--- config.mk ---
export PLATFORM = sky130hd
export DESIGN_NAME = hs_elastic_queue
export DESIGN_NICKNAME = d
export VERILOG_FILES = /design/src/rtl/hs_elastic_queue.sv
export SDC_FILE = /design/constraint.sdc
export NUM_CORES = 1
export LEC_CHECK = 0
export ABC_AREA = 0
export ABC_CLOCK_PERIOD_IN_PS = 4100
export BUFFER_PORTS_ARGS = -buffer_cell sky130_fd_sc_hd__buf_4
export CORE_UTILIZATION = 57
export DETAILED_ROUTE_END_ITERATION = 12
export HOLD_SLACK_MARGIN = 0.08
export PLACE_DENSITY_LB_ADDON = 0.05
export SLEW_MARGIN = 40
export SYNTH_ARGS = -nofsm -noshare
export SYNTH_HDL_FRONTEND = slang
export SYNTH_SLANG_ARGS = --single-unit
--- constraint.sdc ---
create_clock -name clk -period 4.1 [get_ports clk]
set_input_delay 0.41 -clock clk [delete_from_list [all_inputs] [get_ports clk]]
set_output_delay 0.41 -clock clk [all_outputs]
set_load 0.01 [all_outputs]
--- src/rtl/hs_elastic_queue.sv ---
module hs_elastic_queue #(
  parameter int WIDTH = 8,
  parameter int DEPTH = 2
) (
  input  logic             clk,
  input  logic             rst_n,
  input  logic             up_go,
  output logic             up_ack,
  input  logic [WIDTH-1:0] up_data,
  output logic             dn_go,
  input  logic             dn_ack,
  output logic [WIDTH-1:0] dn_data
);

  localparam int PW = (DEPTH > 1) ? $clog2(DEPTH) : 1;
  localparam int CW = $clog2(DEPTH + 1);
  localparam logic [PW-1:0] LAST  = PW'(DEPTH - 1);
  localparam logic [CW-1:0] FULLC = CW'(DEPTH);

  logic             up_ack_q, dn_go_q, dn_ack_seen;
  logic [PW-1:0]    wr_ptr, rd_ptr;
  logic [CW-1:0]    count, count_nx;
  logic [WIDTH-1:0] slot [DEPTH];

  logic req_evt, space, push, outstanding, ack_evt, pop, present;

  // phase difference = one pending event on each side
  assign req_evt     = up_go ^ up_ack_q;
  assign ack_evt     = dn_ack ^ dn_ack_seen;
  assign outstanding = dn_go_q ^ dn_ack_seen;
  assign space       = (count != FULLC);

  // join: request event and a free slot
  assign push = req_evt & space;
  // join: consumer acceptance and an offered head
  assign pop  = ack_evt & outstanding;

  assign count_nx = count + CW'(push) - CW'(pop);

  // merge: an offer fires on a fresh head after a drop, or on the first word into an empty queue
  assign present = (~outstanding | pop) & (count_nx != '0);

  // steer: the write event goes to exactly one slot
  for (genvar i = 0; i < DEPTH; i++) begin : g_slot
    always_ff @(posedge clk) begin
      if (push && wr_ptr == PW'(i)) slot[i] <= up_data;
    end
  end

  always_ff @(posedge clk) begin
    if (!rst_n) begin
      up_ack_q    <= 1'b0;
      dn_go_q     <= 1'b0;
      dn_ack_seen <= 1'b0;
      wr_ptr      <= '0;
      rd_ptr      <= '0;
      count       <= '0;
    end else begin
      dn_ack_seen <= dn_ack;
      count       <= count_nx;
      if (push) begin
        up_ack_q <= ~up_ack_q;
        wr_ptr   <= (wr_ptr == LAST) ? '0 : wr_ptr + 1'b1;
      end
      if (pop) rd_ptr <= (rd_ptr == LAST) ? '0 : rd_ptr + 1'b1;
      if (present) dn_go_q <= ~dn_go_q;
    end
  end

  // the next head is read from the slot the write may fill at the same edge
  logic [PW-1:0] head_idx;
  assign head_idx = pop ? ((rd_ptr == LAST) ? '0 : rd_ptr + 1'b1) : rd_ptr;

  logic [WIDTH-1:0] head_q;
  always_ff @(posedge clk) begin
    if (!rst_n) head_q <= '0;
    else if (present) head_q <= (push && wr_ptr == head_idx) ? up_data : slot[head_idx];
  end

  assign up_ack  = up_ack_q;
  assign dn_go   = dn_go_q;
  assign dn_data = head_q;

endmodule

# Yosys cells after proc, flatten, opt, wreduce, memory -nomap -nowiden
# Memories as Yosys holds them, arrays and structs flattened.
# Cells that the tools add are included.
totals:
  register_bits: 15
  mem_bits_rw: 16
  inputBits: 12
  output_inout_bits: 10
  wordCells: 41
  memories: 1
classes:
  add_sub_neg: 4
  n_eq_ne: 2
  muxes: 11
  bitwise: 11
  reduce_logical: 5
memory_table:
  columns: ["name", "words", "width", "read_ports", "rd_ports_with_merged_regs", "write_ports", "line", "rtl"]
  rows:
  - ["slot", 2, 8, 1, 0, 1, "23", "logic [WIDTH-1:0] slot [DEPTH];"]
ops:
  columns: ["operator", "n"]
  rows:
  - ["2-to-1 mux 8 bit", 2]
  - ["2-to-1 mux 1 bit", 9]
  - ["OR reduction 8 bit", 1]
  - ["inverter 1 bit", 4]
  - ["AND 1 bit", 3]
  - ["logical AND 1 bit", 3]
  - ["bitwise XOR 1 bit", 3]
  - ["adder 1 bit (second input constant)", 2]
  - ["adder 2 x 1 -> 2 bit", 1]
  - ["!= test 2 bit (second input constant)", 1]
  - ["nonzero test 2 bit", 1]
  - ["subtractor 2 x 1 -> 2 bit", 1]
  - ["equality test 1 bit", 1]
  - ["OR 1 bit", 1]

# Longest topological paths before layout
# Gate-level depths: netlist (run 1).
logic_depth:
  ltp_word: 7
  mapped_depth: 11
  depth_no_buf: 10

# Worst setup path after synthesis (run 1)
# No wires, ideal clock.
synth_timing:
  path_type: "input -> register"
  start: "in dn_ack"
  end: "reg head_q[1] (netlist: dn_data[1])"
  setup_ns: 0.069
  arrival_time_ns: 2.410
  required_ns: 4.031
  slack_ns: 1.621
  stages: 11
  path_buffers: 1
  path_cell_list: "or3b_1 nand2_1 ha_1 inv_1 ha_1 xnor3_2 a221oi_2 and2_1 buf_6 nand2b_4 o21ai_1"
synth_between:
  elab_chain_len: 6
  elab_cells_between_ends: 11
  classes_between: "add/sub (1); eq/ne (1); mux (2); bitwise (4); reduce/logical (2); memory (1)"
synth_lines:
  columns: ["item", "line", "rtl"]
  rows:
  - ["start: declaration", "11", "input logic dn_ack,"]
  - ["bitwise XOR 1 bit (*)", "29", "assign ack_evt = dn_ack ^ dn_ack_seen;"]
  - ["AND 1 bit (*)", "36", "assign pop = ack_evt & outstanding;"]
  - ["branches (longest 4 deep; another with subtractor 2 x 1 -> 2 bit)", null, null]
  - ["end signal: assignment", "77", "else if (present) head_q <= (push && wr_ptr == head_idx) ? up_data : slot[head_idx];"]
  - ["end: declaration", "74", "logic [WIDTH-1:0] head_q;"]
# Every way passes the cells marked *.
# A chain may end at the register's enable or synchronous reset.

# Worst setup path in the final report (run 1)
layout_timing:
  start: "reg dn_go_q (netlist: dn_go)"
  end: "reg head_q[4] (netlist: dn_data[4])"
layout_between:
  elab_chain_len: 6
  elab_cells_between_ends: 12
  classes_between: "add/sub (1); eq/ne (1); mux (2); bitwise (5); reduce/logical (2); memory (1)"
layout_lines:
  columns: ["item", "line", "rtl"]
  rows:
  - ["start: declaration", "20", "logic up_ack_q, dn_go_q, dn_ack_seen;"]
  - ["start signal: assignment", "66", "if (present) dn_go_q <= ~dn_go_q;"]
  - ["bitwise XOR 1 bit (*)", "30", "assign outstanding = dn_go_q ^ dn_ack_seen;"]
  - ["branches (longest 5 deep; another with subtractor 2 x 1 -> 2 bit)", null, null]
# Marked as above.

==> results of run 1 <==
-- placed cells by master (no fill, tap or decap) --
cell and count:
edfxtp_1 16, clkbuf_4 5, clkbuf_1 2, nand2b_4 1, a21oi_1 2, nor2_1 11, nand3b_1 1, xnor3_2 1
mux2i_1 9, or3b_1 1, buf_4 21, and2_1 2, a32oi_1 8, dfxtp_1 15, ha_1 2, nand2b_1 1
o21ai_1 8, xnor2_2 1, xnor2_1 1, xor2_1 2, clkinv_2 1, nor3b_2 1, and3b_1 1, a221oi_2 1
nand3_1 1, inv_1 4, nand2_1 2
-- metrics by stage --
step	std cells	setup WS, ps	util (%)
2_1_floorplan	93	1621	-
3_3_place_gp	140	1271	71.31
3_5_place_dp	140	1176	71.31
4_1_cts	148	1294	73.81
5_1_grt	148	1096	73.81
6_report	148	1276	73.81
-- critical path: cells and delay by family (launching register included) --
kind,cells,cell delay (ps)
simple gates,4,1140
compound gates,2,540
fa+ha+maj,2,380
xor+xnor,1,260
flops,1,370
buf+inv,1,60
-- registers in the layout, indices dropped and copies added, names as in the netlist --
name,cells
wr_ptr,1
count,2
rd_ptr,1
dn_go,1
up_ack,1
dn_data,8
dn_ack_seen,1
slot,16
-- metal layers --
layer | vias to the layer above | routed length, um
met3 | 8 | 132
met1 | 380 | 979
li1 | 402 | -
met2 | 32 | 974
met5 | - | 0
met4 | 0 | 74
-- path summary, 6_finish.rpt --
path                                  end  depth (start not counted)
hold reg to reg   dn_data[3]$_SDFFE_PN0P_                          2
setup reg to reg  dn_data[4]$_SDFFE_PN0P_                         10
setup / recovery  dn_data[4]$_SDFFE_PN0P_                         10
hold / removal       slot[1][1]$_DFFE_PP_                          1
-- layout make-up --
class	count	area [um2]	area share, %
clock buffers	7	45.04	3.048
clock inverters	1	5.005	0.3387
inverters	4	15.01	1.016
multi-input cells	57	440.4	29.81
flip-flops and latches	31	780.7	52.84
well taps	27	33.78	2.286
repair buffers	21	157.7	10.67
-- cell families (layout without fill, tap and decap cells) --
kind of cell	Yosys count	count (layout)	share of synthesized area, %
simple gates	22	22	9.930
xor+xnor	5	5	5.316
fa+ha+maj	2	2	2.006
buf+inv	5	33	2.106
flops	31	31	62.59
compound gates	19	19	10.83
mux	9	9	7.222
-- power groups by stage --
| stage | registers [mW] | clock network [mW] | logic [mW] |
|---|---|---|---|
| 2_1_floorplan | 0.459 | 0 | 0.283 |
| 3_3_place_gp | 0.451 | 0 | 0.380 |
| 3_5_place_dp | 0.453 | 0 | 0.392 |
| 4_1_cts | 0.447 | 0.169 | 0.393 |
| 5_1_grt | 0.455 | 0.180 | 0.439 |
| 6_report | 0.447 | 0.164 | 0.391 |
==> metrics, run 1 <==
min Tclk post-route=2824 ps; num rows=16; DRT Pass-1 Iters=4; drt wl/cell=14.60 um; port buffer count=21; Worst-Skew Late Latency=330 ps; CTS max path bufs=2; DPL Wire Length=1.500 mm; setup violators final=0; Area Overhead vs Synth=18.46%; Vias=822; first-pass GRT wire length=3.657 mm; Final period util=68.88%; async set-reset flop share out of synthesis=0%; RSZ-0062 raised after global routing=false; critical path startpoint=dn_go$_SDFFE_PN0P_; Most Crowded Layer GR=met2; Slew @ Worst Pin=751.5 ps; clock-pin slew on the worst setup and hold paths=90 ps; share of cells above drive strength 1=26.45%; Int Pwr=0.6538 mW; Seq/Total Area, Yosys=62.59%; top-area cell type share of the netlist area=38.52%; Post-CTS Setup Inserts=0; synth warn=0; most common cell in the netlist=edfxtp_1; net count after synthesis=107; Synth area leaders=edfxtp_1 (39%), dfxtp_1 (24%), mux2i_1 (7.2%); setup TNS=0 ps; Yosys reg bits=31; Achievable Freq=354.1 MHz; Post-Syn Area=1247 um2; largest net degree at the start of global routing=10; commonest cells in the netlist=edfxtp_1 (16), dfxtp_1 (15), nor2_1 (11); Ant. Diodes=0; vias in the first global route=847; Overall Power=1.002 mW; fin area=1478 um2; grt met3 use=7.788%; Most common cell on crit path=ha_1; sw power=0.3479 mW; leakage=0.6295 nW; arrival time at the worst endpoint=3080 ps; CP Cell Sequence=or3b_1, nand2_1, ha_1, inv_1, ha_1, xnor3_2, a221oi_2, and2_1, nand2b_4, o21ai_1; status=complete, no violations; H-tree levels=2; Synth Area per Inst=13.41 um2; Flop pwr share=44.7%; IR drop worst, VDD=0.4775 mV; CTS sink count=31; Die Span Y=48.78 um; initial antenna violation count=0; Placed Area=1428 um2; Final ANT Viol Nets=0; Slew Viols, Final=0; post-CTS resize count=0; CTS Buf Count=5; HP Class=primary input to flip-flop; Post-Syn Instances=93; max_slew headroom=49.72%; largest area contributor in the netlist=edfxtp_1; Core ar.=2002 um2; FILL cells=152; GR Layer Usage met2=32.18%; Root Buffer=clkbuf_4; die width=48.78 um; grt ovf=0; Comb power frac=39.0%; final hold violation count=0; switching part of the total=34.73%; # DRC=0; GP Congestion=0.7931; synth unique cells=24; clock share of power=16.3%; TritonCTS clock tree=done; Initial Utilization=62.31%; CP endpoint kind=flip-flop; via-per-instance ratio=5.554; crit path kind=flip-flop to flip-flop; WL final=2.161 mm; MaxCap Viol Count=0; Worst Skew=9.482 ps; Crit Reg-Reg Startpoint=dn_go$_SDFFE_PN0P_; M1 GR Usage=27.25%; total track usage=21.95%; number of synthesized flops with an enable pin=16; hold buffer count at CTS=0; num ports=22; Hold Startpoint=up_data[1]; DRT iter0 DRCs=31; Critical Path RT=4350 ps; Worst setup SP type=flip-flop; Hold Slack=280.3 ps; CP max stage delay=430 ps; R2R Setup Slk=1280 ps; slowest stage cell, crit path=or3b_1; PD cells=677.9 nW/um2; Top FF cell, synth=edfxtp_1; CP max FO=9; Die ar.=2379 um2; nets@finish=134
No activity file was read; power rests on OpenSTA's default activity.
==> run 2, diff against run 1 <==
- ABC_CLOCK_PERIOD_IN_PS: 4100 -> 2300
- CORE_UTILIZATION: 57 -> 48
- clock period: 4.1 -> 2.3 ns (I/O delays scaled with it)
==> run 2 against run 1 <==
Total power grew 150%. Critical endpoint is now dn_data[3]$_SDFFE_PN0P_. Register-to-register slack lost 1400 ps. Sequential share of layout area shrank 9.8 points. Flip-flop and latch count is the same. Combinational power grew to 3.2 times the previous value. Fmax grew 16%. Highest routed layer unchanged. The run now ends with negative setup slack left. Critical path type unchanged. Core utilization shrank 0.075 points. Worst setup slack lost 1400 ps.
==> metrics, run 2 (same netlist as run 1, synthesis figures left out) <==
status=finished, violations left; failing checks=negative setup slack; TritonCTS clock tree=done; H-tree levels=2 (unchanged); Worst-Skew Late Latency=330 ps (about the same); clock-pin slew on the worst setup and hold paths=100 ps (about the same); CP endpoint kind=flip-flop; Worst Skew=10.58 ps (+1.093 ps); crit path kind=flip-flop to flip-flop; CP max FO=8 (-1); Slew Viols, Final=0 (unchanged); CP max stage delay=390 ps (-40 ps); Initial Utilization=50.35% (-12 points); Die Span Y=52.98 um (+8.6%); vias in the first global route=923 (+9.0%); Vias=932 (+13%); final setup margin=-137.2 ps (-1413 ps); Ant. Diodes=0 (unchanged); num ports=22 (unchanged); Most common cell on crit path=ha_4; CTS sink count=31 (unchanged); Top reg by flops=slot; Die ar.=2807 um2 (+18%); most frequent cells in the layout=buf_4 (40), edfxtp_1 (16), dfxtp_1 (13); share of cells above drive strength 1=48.63% (+22 points); FILL cells=175 (+15%); DRT iter0 DRCs=17 (-45%); via-per-instance ratio=5.295 (-4.7%); CTS Buf Count=5 (unchanged); commonest non-fill, non-tap cell in the layout=buf_4; setup violators final=9 (+9); DRT Pass-1 Iters=4 (unchanged); worst reg2reg endpoint=dn_data[3]$_SDFFE_PN0P_; critical path startpoint=dn_go$_SDFFE_PN0P_; Comb power frac=51.0% (+12 points); initial antenna violation count=0 (unchanged); clock share of power=16.9% (+0.6 points); port buffer count=21 (unchanged); Crit Reg-Reg Startpoint=dn_go$_SDFFE_PN0P_; # DRC=0 (unchanged); first-pass GRT wire length=4.167 mm (+14%); Slew @ Worst Pin=417.2 ps (-334.3 ps); Core ar.=2477 um2 (+24%); DPL Wire Length=1.763 mm (+18%); min Tclk post-route=2437 ps (-386.9 ps); Flop pwr share=32.0% (-13 points); R2R Setup Slk=-140 ps (-1410 ps); switching part of the total=32.47% (-2.3 points); max_slew headroom=72.08% (+22 points); Area Overhead vs Synth=46.44%; setup TNS=-1083 ps (-1083 ps); Final period util=106.0% (+37 points); fin area=1827 um2 (+24%); largest net degree at the start of global routing=12 (+2); final hold violation count=0 (unchanged); GP Congestion=0.7592 (-4.3%); WL final=2.672 mm (+24%); sw power=0.8026 mW (+130%); CP Cell Sequence=or3b_4, nand2_4, ha_4, inv_2, ha_4, xnor3_2, a221oi_4, and2_4, buf_12, nand2b_4, o21ai_1; PD cells=1353 nW/um2 (+100%); num rows=18 (+2); die width=52.98 um (+8.6%); Achievable Freq=410.3 MHz (+16%); grt ovf=0 (unchanged); Final ANT Viol Nets=0 (unchanged); slowest stage cell, crit path=or3b_4; IR drop worst, VDD=0.9034 mV (+89%); total track usage=22.36% (+0.41 points); max reg flops=16 (unchanged); Root Buffer=clkbuf_4; Placed Area=1603 um2 (+12%); drt wl/cell=15.18 um (+4.0%); arrival time at the worst endpoint=2710 ps (-370 ps); reg2reg path depth=11 (+1); CTS max path bufs=2 (unchanged); RSZ-0062 raised after global routing=true; Worst setup SP type=flip-flop; Int Pwr=1.670 mW (+160%); Critical Path Sink=dn_data[3]$_SDFFE_PN0P_; leakage=0.7980 nW (+27%); nets@finish=159 (+19%); MaxCap Viol Count=0 (unchanged); HP Class=primary input to flip-flop; Critical Path RT=2570 ps (-1780 ps)
-- run 2: cell count changes in the layout (fill, tap and decap cells not counted), sizes merged --
cell / change
dlygate4sd3: +2
bufinv: +1
clkinv: +1
clkbuf: -2
buf: +23
-- run 2: final cells by class --
type,instances,area [um2],share of cell area (%)
inverters,4,15.01,0.8219
flip-flops and latches,31,785.8,43.01
multi-input cells,57,516.7,28.29
clock inverters,3,43.79,2.397
well taps,30,37.54,2.055
clock buffers,5,37.54,2.055
repair buffers,46,390.4,21.37
-- run 2: worst max-delay path, delay by kind of cell (launching register included) --
family | cells | cell delay (ps)
compound gates | 2 | 460
buf+inv | 2 | 180
xor+xnor | 1 | 280
fa+ha+maj | 2 | 310
simple gates | 4 | 790
flops | 1 | 350
-- run 2: layer usage --
metal  share of wire, %  track usage, %
met2                 49           36.29
met5                  0               0
met1                 44           26.61
met4                1.5           7.895
met3                5.8           8.908
-- run 2: what timing repair did --
item	4_1_cts	5_1_grt
hold buffers	0	2
gates cloned	1	0
buffers inserted	4	2
pin swaps	0	2
gates resized for setup	8	4
endpoints found under the setup margin	8	9
endpoints found under the hold margin	0	4
-- run 2: stage by stage --
step	instances	util, %	power, mW	worst slack, ps	hold WS [ps]
floorplan	93	-	1.358	-19.43	328.9
global placement	159	64.70	1.698	-68.35	426.8
detailed placement	159	64.70	1.724	-138.4	432.7
CTS	172	71.67	2.406	-67.02	83.65
global route	176	73.74	2.613	-250.6	83.84
finish	176	73.74	2.472	-137.2	97.83
-- run 2: power by group through the flow --
stage	Clock [mW]	Sequential [mW]	Combinational, mW
final	0.419	0.792	1.26
after floorplan	0	0.826	0.532
after detailed placement	0	0.803	0.922
after global routing	0.447	0.808	1.36
after global placement	0	0.800	0.898
after CTS	0.424	0.791	1.19
-- run 2: how the worst min path moves through the flow --
stage | from | end | slack [ps] | cells after the start
floorplan | up_data[0] | slot[0][0]$_DFFE_PP_ | 330 | 0
global placement | up_data[5] | slot[0][5]$_DFFE_PP_ | 430 | 1
detailed placement | up_data[2] | slot[1][2]$_DFFE_PP_ | 430 | 1
CTS | up_data[5] | slot[0][5]$_DFFE_PP_ | 80 | 1
global route | up_data[0] | slot[1][0]$_DFFE_PP_ | 80 | 1
finish | up_data[2] | slot[1][2]$_DFFE_PP_ | 100 | 1
